<file path="src/rtl/vseq_pkg.sv">
package vseq_pkg;
  typedef struct packed {
    logic mask_en;
    logic mask_true;
    logic cmp;
  } seq_ctrl_t;
endpackage

</file>
<file path="src/rtl/vseq_len_reg.sv">
module vseq_len_reg #(
  parameter int NELEM    = 64,
  parameter int LEN_IN_W = 8,
  parameter int LEN_W    = 7
) (
  input  logic                clk,
  input  logic                rst,
  input  logic                we,
  input  logic [LEN_IN_W-1:0] wdata,
  output logic [LEN_W-1:0]    len_q
);
  localparam logic [LEN_IN_W-1:0] MAX_IN  = LEN_IN_W'(NELEM);
  localparam logic [LEN_W-1:0]    MAX_LEN = LEN_W'(NELEM);

  always_ff @(posedge clk) begin
    if (rst) begin
      len_q <= '0;
    end else if (we) begin
      len_q <= (wdata > MAX_IN) ? MAX_LEN : wdata[LEN_W-1:0];
    end
  end

  assert_len_sat_R2: assert property (@(posedge clk) disable iff (rst)
    len_q <= MAX_LEN);
  assert_len_hold_R2: assert property (@(posedge clk) disable iff (rst)
    !we |=> $stable(len_q));
endmodule

</file>
<file path="src/rtl/vseq_mask_reg.sv">
module vseq_mask_reg #(
  parameter int NELEM = 64,
  parameter int IDX_W = 6
) (
  input  logic             clk,
  input  logic             rst,
  input  logic             port_we,
  input  logic [NELEM-1:0] port_wdata,
  input  logic             cmp_we,
  input  logic [IDX_W-1:0] cmp_idx,
  input  logic             cmp_bit,
  output logic [NELEM-1:0] mask_q
);
  localparam logic [NELEM-1:0] ONE = NELEM'(1);

  always_ff @(posedge clk) begin
    if (rst) begin
      mask_q <= '0;
    end else begin
      if (port_we) mask_q <= port_wdata;
      if (cmp_we)  mask_q[cmp_idx] <= cmp_bit;
    end
  end

  logic [NELEM-1:0] others;
  always_comb others = ~(ONE << cmp_idx);

  assert_cmp_keep_R7: assert property (@(posedge clk) disable iff (rst)
    (cmp_we && !port_we) |=> ((mask_q ^ $past(mask_q)) & $past(others)) == '0);
  assert_cmp_wins_R8: assert property (@(posedge clk) disable iff (rst)
    (cmp_we && port_we) |=> (mask_q[$past(cmp_idx)] == $past(cmp_bit)));
endmodule

</file>
<file path="src/rtl/vseq_issue.sv">
module vseq_issue
  import vseq_pkg::*;
#(
  parameter int IDX_W = 6,
  parameter int LEN_W = 7
) (
  input  logic             clk,
  input  logic             rst,
  input  logic             start,
  input  seq_ctrl_t        ctrl_in,
  input  logic [LEN_W-1:0] len,
  output logic             valid_q,
  output logic [IDX_W-1:0] idx_q,
  output logic             last_q,
  output logic             done_q,
  output seq_ctrl_t        ctrl_q
);
  logic [IDX_W-1:0] top_q;
  logic [IDX_W-1:0] idx_nx;

  always_comb idx_nx = idx_q + IDX_W'(1);

  always_ff @(posedge clk) begin
    if (rst) begin
      valid_q <= 1'b0;
      idx_q   <= '0;
      last_q  <= 1'b0;
      done_q  <= 1'b0;
      ctrl_q  <= '0;
      top_q   <= '0;
    end else begin
      done_q <= 1'b0;
      if (!valid_q) begin
        if (start) begin
          ctrl_q <= ctrl_in;
          if (len == '0) begin
            done_q <= 1'b1;
          end else begin
            valid_q <= 1'b1;
            idx_q   <= '0;
            last_q  <= (len == LEN_W'(1));
            top_q   <= IDX_W'(len - LEN_W'(1));
          end
        end
      end else if (last_q) begin
        valid_q <= 1'b0;
        last_q  <= 1'b0;
        done_q  <= 1'b1;
      end else begin
        idx_q  <= idx_nx;
        last_q <= (idx_nx == top_q);
      end
    end
  end

  assert_step_R3: assert property (@(posedge clk) disable iff (rst)
    (valid_q && !last_q) |=> (valid_q && idx_q == $past(idx_q) + IDX_W'(1)));
  assert_last_done_R3: assert property (@(posedge clk) disable iff (rst)
    last_q |=> (done_q && !valid_q));
  assert_last_valid_R3: assert property (@(posedge clk) disable iff (rst)
    last_q |-> valid_q);
  assert_zero_len_R4: assert property (@(posedge clk) disable iff (rst)
    (!valid_q && start && len == '0) |=> (done_q && !valid_q));
  assert_ctrl_hold_R9: assert property (@(posedge clk) disable iff (rst)
    (valid_q && !last_q) |=> $stable(ctrl_q));
endmodule

</file>
<file path="src/rtl/vmask_elem_seq.sv">
module vmask_elem_seq
  import vseq_pkg::*;
#(
  parameter  int NELEM    = 64,
  parameter  int LEN_IN_W = 8,
  localparam int IDX_W    = $clog2(NELEM),
  localparam int LEN_W    = $clog2(NELEM + 1)
) (
  input  logic                clk,
  input  logic                rst,
  input  logic                start,
  input  logic                start_mask_en,
  input  logic                start_mask_true,
  input  logic                start_cmp,
  input  logic                len_we,
  input  logic [LEN_IN_W-1:0] len_wdata,
  input  logic                mask_we,
  input  logic [NELEM-1:0]    mask_wdata,
  input  logic                cmp_bit,
  output logic                elem_valid,
  output logic [IDX_W-1:0]    elem_idx,
  output logic                elem_en,
  output logic                elem_last,
  output logic                done,
  output logic [LEN_W-1:0]    vlen_out,
  output logic [NELEM-1:0]    mask_out
);
  seq_ctrl_t        ctrl_in, ctrl_q;
  logic [LEN_W-1:0] len_q;
  logic [NELEM-1:0] mask_q;
  logic             cmp_we;

  always_comb begin
    ctrl_in.mask_en   = start_mask_en;
    ctrl_in.mask_true = start_mask_true;
    ctrl_in.cmp       = start_cmp;
  end

  vseq_len_reg #(.NELEM(NELEM), .LEN_IN_W(LEN_IN_W), .LEN_W(LEN_W)) u_len (
    .clk(clk), .rst(rst), .we(len_we), .wdata(len_wdata), .len_q(len_q));

  vseq_issue #(.IDX_W(IDX_W), .LEN_W(LEN_W)) u_issue (
    .clk(clk), .rst(rst), .start(start), .ctrl_in(ctrl_in), .len(len_q),
    .valid_q(elem_valid), .idx_q(elem_idx), .last_q(elem_last),
    .done_q(done), .ctrl_q(ctrl_q));

  always_comb begin
    elem_en = elem_valid &&
              (!ctrl_q.mask_en || (mask_q[elem_idx] == ctrl_q.mask_true));
    cmp_we  = elem_en && ctrl_q.cmp;
  end

  vseq_mask_reg #(.NELEM(NELEM), .IDX_W(IDX_W)) u_mask (
    .clk(clk), .rst(rst), .port_we(mask_we), .port_wdata(mask_wdata),
    .cmp_we(cmp_we), .cmp_idx(elem_idx), .cmp_bit(cmp_bit), .mask_q(mask_q));

  assign vlen_out = len_q;
  assign mask_out = mask_q;
endmodule

</file>
<file path="config.mk">
export PLATFORM = sky130hd
export DESIGN_NAME = vmask_elem_seq
export DESIGN_NICKNAME = d
export VERILOG_FILES = /design/src/rtl/vseq_pkg.sv /design/src/rtl/vseq_len_reg.sv /design/src/rtl/vseq_mask_reg.sv /design/src/rtl/vseq_issue.sv /design/src/rtl/vmask_elem_seq.sv
export SDC_FILE = /design/constraint.sdc
export NUM_CORES = 1
export LEC_CHECK = 0
export BUFFER_PORTS_ARGS = -buffer_cell sky130_fd_sc_hd__buf_2
export CORE_MARGIN = 2
export CORE_UTILIZATION = 58
export CTS_BUF_LIST = sky130_fd_sc_hd__clkbuf_4
export CTS_CLUSTER_DIAMETER = 100
export DETAILED_ROUTE_END_ITERATION = 8
export PLACE_DENSITY = 0.88
export SLEW_MARGIN = 20
export SYNTH_ARGS = -nofsm -noshare
export SYNTH_HDL_FRONTEND = slang
export SYNTH_HIERARCHICAL = 1
export SYNTH_SLANG_ARGS = --single-unit
export TNS_END_PERCENT = 20
</file>
<file path="constraint.sdc">
create_clock -name clk -period 6.12 [get_ports clk]
set_input_delay 0 -clock clk [delete_from_list [all_inputs] [get_ports clk]]
set_output_delay 0 -clock clk [all_outputs]
set_load 0.005 [all_outputs]
</file>
==> results of run 1 <==
-- area by class of cell --
class | instances | area (sq um) | share of cell area, %
Multi-Input combinational cell | 378 | 3220 | 46.0
Antenna cell | 1 | 2.50 | 0.0357
Timing Repair Buffer | 250 | 1700 | 24.2
Sequential cell | 89 | 1780 | 25.5
Inverter | 6 | 22.5 | 0.321
Clock inverter | 5 | 56.3 | 0.804
Tap cell | 111 | 139 | 1.98
Clock buffer | 11 | 82.6 | 1.18
-- worst max-delay path: stages (launching register included) --
cell,delay (ps)
dfxtp_2,1040
mux4_2,620
mux4_2,470
mux2i_1,170
xnor2_1,80
and3_1,200
a211oi_1,550
nor4b_4,900
nand2_1,210
a221oi_2,290
-- sequential cells by signal, indices dropped and copies added (netlist names) --
name	count
u_issue/top_q	6
u_mask/mask_q	64
u_issue/valid_q	1
u_issue/ctrl_q	3
u_issue/last_q	1
u_len/len_q	7
u_issue/done_q	1
u_issue/idx_q	6
-- path summary, 6_finish.rpt --
path | from | endpoint | slack, ps
max reg2reg | u_issue/idx_q[0] | u_mask/mask_q[32] | 1520
max | u_issue/idx_q[0] | u_mask/mask_q[32] | 1520
min | start | u_issue/last_q | 30
min reg2reg | u_issue/last_q | u_issue/done_q | 550
-- cell usage after synthesis (all sizes together) (2+ instances only) --
| cell type | number | area [sq um] |
|---|---|---|
| a31oi | 2 | 12.5 |
| nor3 | 8 | 77.6 |
| a22oi | 8 | 60.1 |
| and3b | 3 | 26.3 |
| nand2b | 10 | 65.1 |
| and3 | 2 | 12.5 |
| o22a | 2 | 18.8 |
| buf | 31 | 268 |
| nand3 | 5 | 25.0 |
| xnor2 | 8 | 70.1 |
| and4bb | 3 | 37.5 |
| xor2 | 7 | 61.3 |
| a211oi | 10 | 110 |
| and4b | 4 | 43.8 |
| nand3b | 4 | 30.0 |
| nor2 | 22 | 95.1 |
| nor4 | 3 | 33.8 |
| inv | 6 | 22.5 |
| nor2b | 5 | 31.3 |
| dfxtp | 89 | 1780 |
| nand2 | 75 | 282 |
| nand4bb | 6 | 67.6 |
| ha | 4 | 50.1 |
| mux4 | 9 | 203 |
| clkbuf | 16 | 101 |
| a21oi | 9 | 45.0 |
| mux2i | 87 | 871 |
| nor3b | 3 | 50.1 |
| a221oi | 64 | 711 |
-- per-stage QoR --
step,instance area (sq um),cells,worst slack (ps)
floorplan,5410,521,2570
global placement,5990,747,2050
detailed placement,5990,747,1780
CTS,7000,850,1600
global route,7010,851,1230
finish,7010,851,1520
-- per-layer routing --
metal	part of all wire (%)	up-vias	wire [um]	track usage, %
li1	-	2409	-	-
met1	38	2584	6770	42.0
met2	48	384	8510	57.9
met3	10	68	1810	7.84
met4	3.9	0	698	17.8
met5	0	-	0	0
-- cells in the final DEF, fill, tap and decap left out, types with 9 or more instances in the layout --
cell	instances
buf_2	159
dfxtp_1	88
mux2i_1	87
dlygate4sd3_1	87
nand2_1	75
a221oi_1	40
a221oi_2	24
nor2_1	19
clkbuf_4	11
mux4_2	9
nand2b_1	9
a21oi_1	9
-- power breakdown --
part / total, mW / internal [mW] / switching [mW]
clock network: 0.335 / 0.133 / 0.202
registers: 0.660 / 0.615 / 0.0457
logic: 0.267 / 0.150 / 0.117
total: 1.26 / 0.898 / 0.365
-- cells by family (layout without fill, tap and decap cells) --
family / after synthesis / count (layout) / synth area share [%]
simple gates: 162 / 162 / 17.8
compound gates: 101 / 101 / 18.6
mux: 96 / 96 / 19.9
flops: 89 / 89 / 33.0
buf+inv: 54 / 272 / 7.41
xor+xnor: 15 / 15 / 2.43
fa+ha+maj: 4 / 4 / 0.926
other cells: 0 / 1 / 0
==> impl_summary.log, run 1 <==
INFO  metric syn-instance-count = roughly 520
INFO  metric overflow = 0
INFO  metric boundaryPins = about 160
INFO  metric finish.utilization = about 77%
INFO  metric floorplan.rows = 35
INFO  metric detail_route.iter0.violations = roughly 540
INFO  metric number_of_buffers_created_by_cts = 9
INFO  metric pwr_density_cell = about 180 nW/um^2
INFO  metric synthFlopType = dfxtp_1
INFO  metric worst_slew_margin_rel = about 25%
INFO  metric first_global_vias = 5414
INFO  metric die_height = roughly 100 um
INFO  metric floorplan.die_area = between 10000 and 15000 sq um
INFO  metric min_period = 4600 ps
INFO  metric synth_edf_count = 0
INFO  metric final.period_utilization = 75.2%
INFO  metric post_route_cells_drive_above_1_share = between 30% and 40%
INFO  metric clkLatencyLatePin = between 400 and 500 ps
INFO  metric crit_required = around 6500 ps
INFO  metric totalPowerFinal = roughly 1.3 mW
INFO  metric cts.sink_count = 89
INFO  metric cts.htree.levels = 3
INFO  metric ir_drop = 0.000118 V
INFO  metric cts_hold_buffers = between 80 and 90
INFO  metric path_class = flip-flop to flip-flop
INFO  metric hold_class = input port to flip-flop
INFO  metric detailroute.via_count = about 5400
INFO  metric rsz_0062_raised_after_global_routing = false
INFO  metric finalMaxSlewViolations = 0
INFO  metric status = completed
INFO  metric leakage = 2.93 nW
INFO  metric setup.worst_path.start_class = flip-flop
INFO  metric area_growth = 29.6%
INFO  metric max_slew.worst_pin.slew = 1130 ps
INFO  metric clock_tree.root_cell = clkbuf_4
INFO  metric critical_path_at = ~5000 ps
INFO  metric hold_slack = between 30 and 40 ps
INFO  metric final_antenna_net_count = 0
INFO  metric io_buffers = between 150 and 200
INFO  metric drt_drc = 0
INFO  metric achievable-frequency = around 220 MHz
INFO  metric worst-path-max-fanout = 37
INFO  metric timing.clock.skew = about 23 ps
INFO  metric cap_violations = 0
INFO  metric setup-violations-final = 0
INFO  metric global_route.usage.total = a little over a third
INFO  metric clock_tree_from_tritoncts = built
INFO  metric nNetsFinal = 819
INFO  metric post-cts-setup-buffers = 0
INFO  metric drt-total-wl = 17800 um
INFO  metric worst_hold_path.num_cells = 4
INFO  metric synthesis.nets = ~610
INFO  metric place.gp.congestion = 0.853
INFO  metric final.fill_count = roughly 550
INFO  metric timing.setup.tns = 0 ps
INFO  metric synth_warnings = 6
INFO  metric postSynth.asyncResetShare = 0%
INFO  metric start_util = a little under 60%
INFO  metric yosys.cell_types.count = between 60 and 70
INFO  metric drt-vias-per-instance = 6.40
INFO  metric grt_start_max_net_pins = 92
INFO  metric grt_pass1_wl = approximately 28000 um
INFO  metric placeableCoreArea = roughly 9200 sq um
INFO  metric timing.final.hold_violations = 0
INFO  metric die_width = a little over 100 um
INFO  metric detailedRoute.firstPassIterationCount = 7
INFO  metric cts.reportedPaths.clkPinSlew = between 100 and 150 ps
INFO  metric postSynthAreaPerCell = between 10 and 15 sq um
INFO  metric synth.ff_latch_count = about 90
INFO  metric rr_worst_depth = 9
INFO  metric grt_antenna_before_repair = 1
INFO  metric wirelength_per_cell = 20.9 um
INFO  metric synth_seq_area_share = about a third
INFO  metric detailedPlacementHpwl = around 11000 um
INFO  metric cts_resized = 0
INFO  metric cp-end-kind = flip-flop
INFO  metric post_synth_instance_area = between 5000 and 6000 sq um
INFO  metric cts_buffer_depth = 2
No activity file was read; power rests on OpenSTA's default activity.
==> inputs of run 2 (changes only) <==
--- a/config.mk
+++ b/config.mk
@@ -7,11 +7,11 @@
 export LEC_CHECK = 0
 export BUFFER_PORTS_ARGS = -buffer_cell sky130_fd_sc_hd__buf_2
 export CORE_MARGIN = 2
-export CORE_UTILIZATION = 58
+export CORE_UTILIZATION = 54
 export CTS_BUF_LIST = sky130_fd_sc_hd__clkbuf_4
 export CTS_CLUSTER_DIAMETER = 100
 export DETAILED_ROUTE_END_ITERATION = 8
-export PLACE_DENSITY = 0.88
+export PLACE_DENSITY = 0.83
 export SLEW_MARGIN = 20
 export SYNTH_ARGS = -nofsm -noshare
 export SYNTH_HDL_FRONTEND = slang
==> constraint.sdc (replaced) <==
create_clock -name clk -period 4.41 [get_ports clk]
set_input_delay 0 -clock clk [delete_from_list [all_inputs] [get_ports clk]]
set_output_delay 0 -clock clk [all_outputs]
set_load 0.005 [all_outputs]
==> impl_summary.log, run 2 (same netlist as run 1, synthesis figures left out) <==
INFO  metric detailroute.via_count = 5409 (was 5445)
INFO  metric grt_pass1_wl = 27800 um (was 27600 um)
INFO  metric drt-met1-wl = 6970 um (was 6770 um)
INFO  metric start_util = 55.6% (was 59.1%)
INFO  metric worst_slew_margin_rel = 23.8% (was 24.8%)
INFO  metric ir_drop = 0.000159 V (was 0.000118 V)
INFO  metric top_regs = u_mask/mask_q (64), u_len/len_q (7) (unchanged)
INFO  metric largest_reg_flops = 64 (unchanged)
INFO  metric antennaDiodeCount = 0 (was 1)
INFO  metric pwr_density_cell = 248 nW/um^2 (was 180 nW/um^2)
INFO  metric timing.setup.tns = 0 ps (unchanged)
INFO  metric cts.sink_count = 89 (unchanged)
INFO  metric detailedPlacementHpwl = 10900 um (was 10600 um)
INFO  metric drt-vias-per-instance = 6.17 (was 6.40)
INFO  metric layout.cells.most_common = buf_2 (unchanged)
INFO  metric area_growth = 30.5% (was 29.6%)
INFO  metric setup-violations-final = 0 (unchanged)
INFO  metric cts_buffer_depth = 2 (unchanged)
INFO  metric p_sw_share = 28.5% (was 28.9%)
INFO  metric power.sequential.fraction = 51.7% (was 52.3%)
INFO  metric pre_cts_ws = 589 ps (was 1780 ps)
INFO  metric nNetsFinal = 823 (was 819)
INFO  metric boundaryPins = 162 (unchanged)
INFO  metric pwr-share-clk = 26.5% (about the same)
INFO  metric crit_required = 4740 ps (was 6480 ps)
INFO  metric timing.reg2reg.setup_slack = 400 ps (was 1520 ps)
INFO  metric drt-total-wl = 17400 um (was 17800 um)
INFO  metric hold_class = input port to flip-flop (unchanged)
INFO  metric drt_drc = 0 (unchanged)
INFO  metric worst_path_max_delay_cell = and4bb_2 (was dfxtp_2)
INFO  metric floorplan.rows = 36 (was 35)
INFO  metric clock_tree_from_tritoncts = built (unchanged)
INFO  metric mostFrequentLayoutCells = 159 x buf_2, 88 x dfxtp_1, 87 x mux2i_1, 87 x dlygate4sd3_1, 75 x nand2_1 (unchanged)
INFO  metric global_route.usage.total = 31.8% (was 34.7%)
INFO  metric cp-end-kind = flip-flop (unchanged)
INFO  metric first_global_vias = 5304 (was 5414)
INFO  metric wl_met2 = 8210 um (was 8510 um)
INFO  metric achievable-frequency = 250 MHz (was 217 MHz)
INFO  metric die_height = 104 um (was 101 um)
INFO  metric grt_start_max_net_pins = 92 (unchanged)
INFO  metric hold_slack = 122 ps (was 32.1 ps)
INFO  metric cp_cell_sequence = mux4_2, mux4_2, mux2i_1, xnor2_1, and3_1, a211oi_1, and4bb_2, nand2_1, a221oi_1 (was mux4_2, mux4_2, mux2i_1, xnor2_1, and3_1, a211oi_1, nor4b_4, nand2_1, a221oi_2)
INFO  metric max_slew.worst_pin.slew = 1140 ps (was 1130 ps)
INFO  metric detailedRoute.firstPassIterationCount = 7 (unchanged)
INFO  metric finish.cell_count_without_fillers = 876 (was 851)
INFO  metric share_comb_of_total_power = 21.8% (was 21.2%)
INFO  metric grt_antenna_before_repair = 0 (was 1)
INFO  metric io_buffers = 161 (unchanged)
INFO  metric placeableCoreArea = 9730 sq um (was 9150 sq um)
INFO  metric final.period_utilization = 90.8% (was 75.2%)
INFO  metric detail_route.iter0.violations = 635 (was 542)
INFO  metric final.fill_count = 700 (was 547)
INFO  metric routed.top_layer = met4 (unchanged)
INFO  metric p_int = 1.25 mW (was 0.898 mW)
INFO  metric number_of_buffers_created_by_cts = 9 (unchanged)
INFO  metric setup.worst_path.start_class = flip-flop (unchanged)
INFO  metric totalPowerFinal = 1.75 mW (was 1.26 mW)
INFO  metric place.gp.congestion = 0.865 (was 0.853)
INFO  metric crit_path_frequent_cell = mux4_2 (unchanged)
INFO  metric regArea = 1780 sq um (unchanged)
INFO  metric final.setup.worst_slack = 404 ps (was 1520 ps)
INFO  metric floorplan.die_area = 10800 sq um (was 10100 sq um)
INFO  metric final_antenna_net_count = 0 (unchanged)
INFO  metric timing.clock.skew = 19.4 ps (was 23.0 ps)
INFO  metric cts.reportedPaths.clkPinSlew = 130 ps (about the same)
INFO  metric cts_resized = 0 (unchanged)
INFO  metric die_width = 104 um (was 101 um)
INFO  metric switchingPower = 0.498 mW (was 0.365 mW)
INFO  metric status = completed (unchanged)
INFO  metric multi_input_gate_area = 3220 sq um (unchanged)
INFO  metric leakage = 2.95 nW (was 2.93 nW)
INFO  metric min_period = 4010 ps (was 4600 ps)
INFO  metric max_stage_delay = 690 ps (was 1040 ps)
INFO  metric path_class = flip-flop to flip-flop (unchanged)
INFO  metric numPlacedInstances = 773 (was 747)
INFO  metric critical_path_at = 4340 ps (was 4960 ps)
INFO  metric registers.top_by_ff_count = u_mask/mask_q (unchanged)
INFO  metric overflow = 0 (unchanged)
INFO  metric post_route_cells_drive_above_1_share = 33.4% (was 33.2%)
INFO  metric wirelength_per_cell = 19.9 um (was 20.9 um)
INFO  metric timing.final.hold_violations = 0 (unchanged)
INFO  metric clkLatencyLatePin = 450 ps (was 460 ps)
INFO  metric cap_violations = 0 (unchanged)
INFO  metric rsz_0062_raised_after_global_routing = false (unchanged)
INFO  metric worst-path-max-fanout = 16 (was 37)
INFO  metric cts.htree.levels = 3 (unchanged)
INFO  metric clock_tree.root_cell = clkbuf_4 (unchanged)
INFO  metric met3_length = 1490 um (was 1810 um)
INFO  metric finalMaxSlewViolations = 0 (unchanged)
[run 2: through the flow]
step	area, sq um	util [%]
after floorplan	5410	-
after global routing	7060	72.5
after detailed placement	6050	62.2
after CTS	7060	72.5
final	7060	72.5
after global placement	6050	62.2
[run 2: worst paths after layout]
check,cells past startpoint,startpoint,end
worst max-delay path,9,u_issue/idx_q[0],u_mask/mask_q[50]
worst min-delay path,3,cmp_bit,u_mask/mask_q[39]
worst max register to register,9,u_issue/idx_q[0],u_mask/mask_q[50]
worst min register to register,2,u_issue/last_q,u_issue/done_q
[run 2: cell type report]
type                            instances  area share [%]
Clock buffer                           12            1.28
Timing Repair Buffer                  254            24.5
Inverter                                6           0.319
Clock inverter                          4           0.621
Multi-Input combinational cell        378            45.7
Tap cell                              133            2.36
Sequential cell                        89            25.3
[run 2: worst max-delay path: cells and delay by family, from the launching register on]
kind,cells,cell delay [ps]
AOI/OAI and AO/OA,2,940
DFF,1,580
muxes,3,1260
xor gates and xnor gates,1,80
and+or+nand+nor,3,1030
[run 2: timing repair]
item | CTS | global route
hold endpoints to repair | 75 | 0
setup buffers | 0 | 0
hold buffers | 87 | 0
[run 2: routing by layer]
layer	GRT usage (%)	vias up
li1	-	2422
met1	40.4	2577
met2	51.0	339
met3	7.58	71
met4	15.3	0
met5	0	-
[run 2: power by group through the flow]
stage / Combinational (mW) / Clock [mW] / Sequential [mW]
2_1_floorplan: 0.206 / 0 / 0.908
3_3_place_gp: 0.303 / 0 / 0.919
3_5_place_dp: 0.312 / 0 / 0.921
4_1_cts: 0.369 / 0.462 / 0.903
5_1_grt: 0.408 / 0.502 / 0.911
6_report: 0.381 / 0.464 / 0.905
==> inputs of run 3 (changes only) <==
--- a/config.mk
+++ b/config.mk
@@ -7,11 +7,11 @@
 export LEC_CHECK = 0
 export BUFFER_PORTS_ARGS = -buffer_cell sky130_fd_sc_hd__buf_2
 export CORE_MARGIN = 2
-export CORE_UTILIZATION = 54
+export CORE_UTILIZATION = 58
 export CTS_BUF_LIST = sky130_fd_sc_hd__clkbuf_4
 export CTS_CLUSTER_DIAMETER = 100
 export DETAILED_ROUTE_END_ITERATION = 8
-export PLACE_DENSITY = 0.83
+export PLACE_DENSITY = 0.88
 export SLEW_MARGIN = 20
 export SYNTH_ARGS = -nofsm -noshare
 export SYNTH_HDL_FRONTEND = slang
==> constraint.sdc (replaced) <==
create_clock -name clk -period 5.19 [get_ports clk]
set_input_delay 0 -clock clk [delete_from_list [all_inputs] [get_ports clk]]
set_output_delay 0 -clock clk [all_outputs]
set_load 0.005 [all_outputs]
==> impl_summary.log, run 3 (same netlist as run 1, synthesis figures left out) <==
INFO  metric cp-end-kind = flip-flop (unchanged)
INFO  metric number_of_buffers_created_by_cts = 9 (unchanged)
INFO  metric grt_start_max_net_pins = 92 (unchanged)
INFO  metric start_util = 59.1% (was 55.6%)
INFO  metric cts.reportedPaths.clkPinSlew = 160 ps (was 130 ps)
INFO  metric largest_reg_flops = 64 (unchanged)
INFO  metric clock_tree.root_cell = clkbuf_4 (unchanged)
INFO  metric drt-total-wl = 17700 um (was 17400 um)
INFO  metric nNetsFinal = 818 (was 823)
INFO  metric grt_pass1_wl = 27100 um (was 27800 um)
INFO  metric achievable-frequency = 221 MHz (was 250 MHz)
INFO  metric max_slew.worst_pin.slew = 1090 ps (was 1140 ps)
INFO  metric cts_resized = 0 (unchanged)
INFO  metric pwr_density_cell = 226 nW/um^2 (was 248 nW/um^2)
INFO  metric setup-violations-final = 0 (unchanged)
INFO  metric layout.cells.most_common = buf_2 (unchanged)
INFO  metric first_global_vias = 5296 (was 5304)
INFO  metric floorplan.die_area = 10100 sq um (was 10800 sq um)
INFO  metric min_period = 4520 ps (was 4010 ps)
INFO  metric met2_usage = 60.0% (was 51.0%)
INFO  metric drt_drc = 0 (unchanged)
INFO  metric crit_required = 5540 ps (was 4740 ps)
INFO  metric path_class = flip-flop to flip-flop (unchanged)
INFO  metric wirelength_per_cell = 20.8 um (was 19.9 um)
INFO  metric boundaryPins = 162 (unchanged)
INFO  metric io_buffers = 161 (unchanged)
INFO  metric detail_route.iter0.violations = 531 (was 635)
INFO  metric grt_antenna_before_repair = 0 (unchanged)
INFO  metric critical_path_at = 4870 ps (was 4340 ps)
INFO  metric area_growth = 30.1% (was 30.5%)
INFO  metric post_route_cells_drive_above_1_share = 33.2% (was 33.4%)
INFO  metric timing.final.hold_violations = 0 (unchanged)
INFO  metric post-cts-setup-buffers = 0 (unchanged)
INFO  metric top_usage_layer = met2 (unchanged)
INFO  metric clock_tree_from_tritoncts = built (unchanged)
INFO  metric cts.sink_count = 89 (unchanged)
INFO  metric drt-vias-per-instance = 6.38 (was 6.17)
INFO  metric status = completed (unchanged)
INFO  metric timing.setup.tns = 0 ps (unchanged)
INFO  metric registers.top_by_ff_count = u_mask/mask_q (unchanged)
INFO  metric totalPowerFinal = 1.59 mW (was 1.75 mW)
INFO  metric timing.clock.skew = 28.6 ps (was 19.4 ps)
INFO  metric worst_slew_margin_rel = 27.1% (was 23.8%)
INFO  metric detailedRoute.firstPassIterationCount = 8 (was 7)
INFO  metric rsz_0062_raised_after_global_routing = false (unchanged)
INFO  metric cts_buffer_depth = 2 (unchanged)
INFO  metric place.gp.congestion = 0.897 (was 0.865)
INFO  metric overflow = 0 (unchanged)
INFO  metric antennaDiodeCount = 0 (unchanged)
INFO  metric grtUsageMet1 = 41.4% (was 40.4%)
INFO  metric floorplan.rows = 35 (was 36)
INFO  metric die_width = 101 um (was 104 um)
INFO  metric ir_drop = 0.000159 V (about the same)
INFO  metric gr-usage-met3 = 7.07% (was 7.58%)
INFO  metric detailedPlacementHpwl = 10500 um (was 10900 um)
INFO  metric placeableCoreArea = 9150 sq um (was 9730 sq um)
INFO  metric mostFrequentLayoutCells = 159 x buf_2, 88 x dfxtp_1, 87 x mux2i_1, 85 x dlygate4sd3_1, 75 x nand2_1 (was 159 x buf_2, 88 x dfxtp_1, 87 x mux2i_1, 87 x dlygate4sd3_1, 75 x nand2_1)
INFO  metric cap_violations = 0 (unchanged)
INFO  metric final_antenna_net_count = 0 (unchanged)
INFO  metric worst-path-max-fanout = 25 (was 16)
INFO  metric top_regs = u_mask/mask_q (64), u_len/len_q (7) (unchanged)
INFO  metric hold_class = input port to flip-flop (unchanged)
INFO  metric finalMaxSlewViolations = 0 (unchanged)
INFO  metric final.period_utilization = 87.2% (was 90.8%)
INFO  metric die_height = 101 um (was 104 um)
INFO  metric clkLatencyLatePin = 460 ps (was 450 ps)
INFO  metric detailroute.via_count = 5416 (was 5409)
INFO  metric global_route.usage.total = 34.1% (was 31.8%)
INFO  metric leakage = 2.95 nW (about the same)
INFO  metric cts.htree.levels = 3 (unchanged)
INFO  metric setup.worst_path.start_class = flip-flop (unchanged)
==> run 3: routing by layer <==
metal	vias up	share of wire, %
li1	2411	-
met1	2595	38
met2	351	49
met3	59	9.0
met4	0	3.5
met5	-	0
==> run 3: timing repair <==
action | 4_1_cts | 5_1_grt
setup endpoints to repair | 0 | 0
hold buffers | 84 | 1
hold endpoints to repair | 71 | 1
==> run 3: stage by stage <==
| step | cells | hold slack, ps | instance area, sq um | utilization, % | setup WS (ps) |
|---|---|---|---|---|---|
| floorplan | 521 | 64.6 | 5410 | - | 1640 |
| global placement | 748 | 233 | 6000 | 65.6 | 1430 |
| detailed placement | 748 | 251 | 6000 | 65.6 | 1120 |
| CTS | 848 | 9.12 | 7020 | 76.7 | 910 |
| global route | 849 | 35.7 | 7030 | 76.8 | 517 |
| finish | 849 | 29.0 | 7030 | 76.8 | 666 |
==> run 3: cell type report <==
cell class	instances	area, sq um
clock buffer	10	75.1
clock inverter	6	106
fill	550	2120
inverter	6	22.5
multi-input combinational	378	3220
sequential	89	1780
tap	111	139
timing repair buffer	249	1680
==> run 3: final timing paths <==
kind                         start           endpoint  slack, ps  cells past startpoint
setup / recovery  u_issue/idx_q[2]   u_mask/mask_q[0]        670                      9
hold / removal      mask_wdata[26]  u_mask/mask_q[26]         30                      3
setup reg to reg  u_issue/idx_q[2]   u_mask/mask_q[0]        670                      9
hold reg to reg     u_issue/last_q     u_issue/done_q        540                      2
==> run 3: power breakdown <==
part	internal, mW	switching [mW]
clock network	0.247	0.246
registers	0.725	0.0438
logic	0.177	0.149
==> run 3: critical path: stages (launching register included) <==
cell and delay [ps]:
dfxtp_1 960, mux4_2 430, mux4_2 490, mux2i_1 170, xnor2_1 80, and3_1 190
a211oi_1 580, nor4b_4 970, nand2_1 180, a221oi_1 380
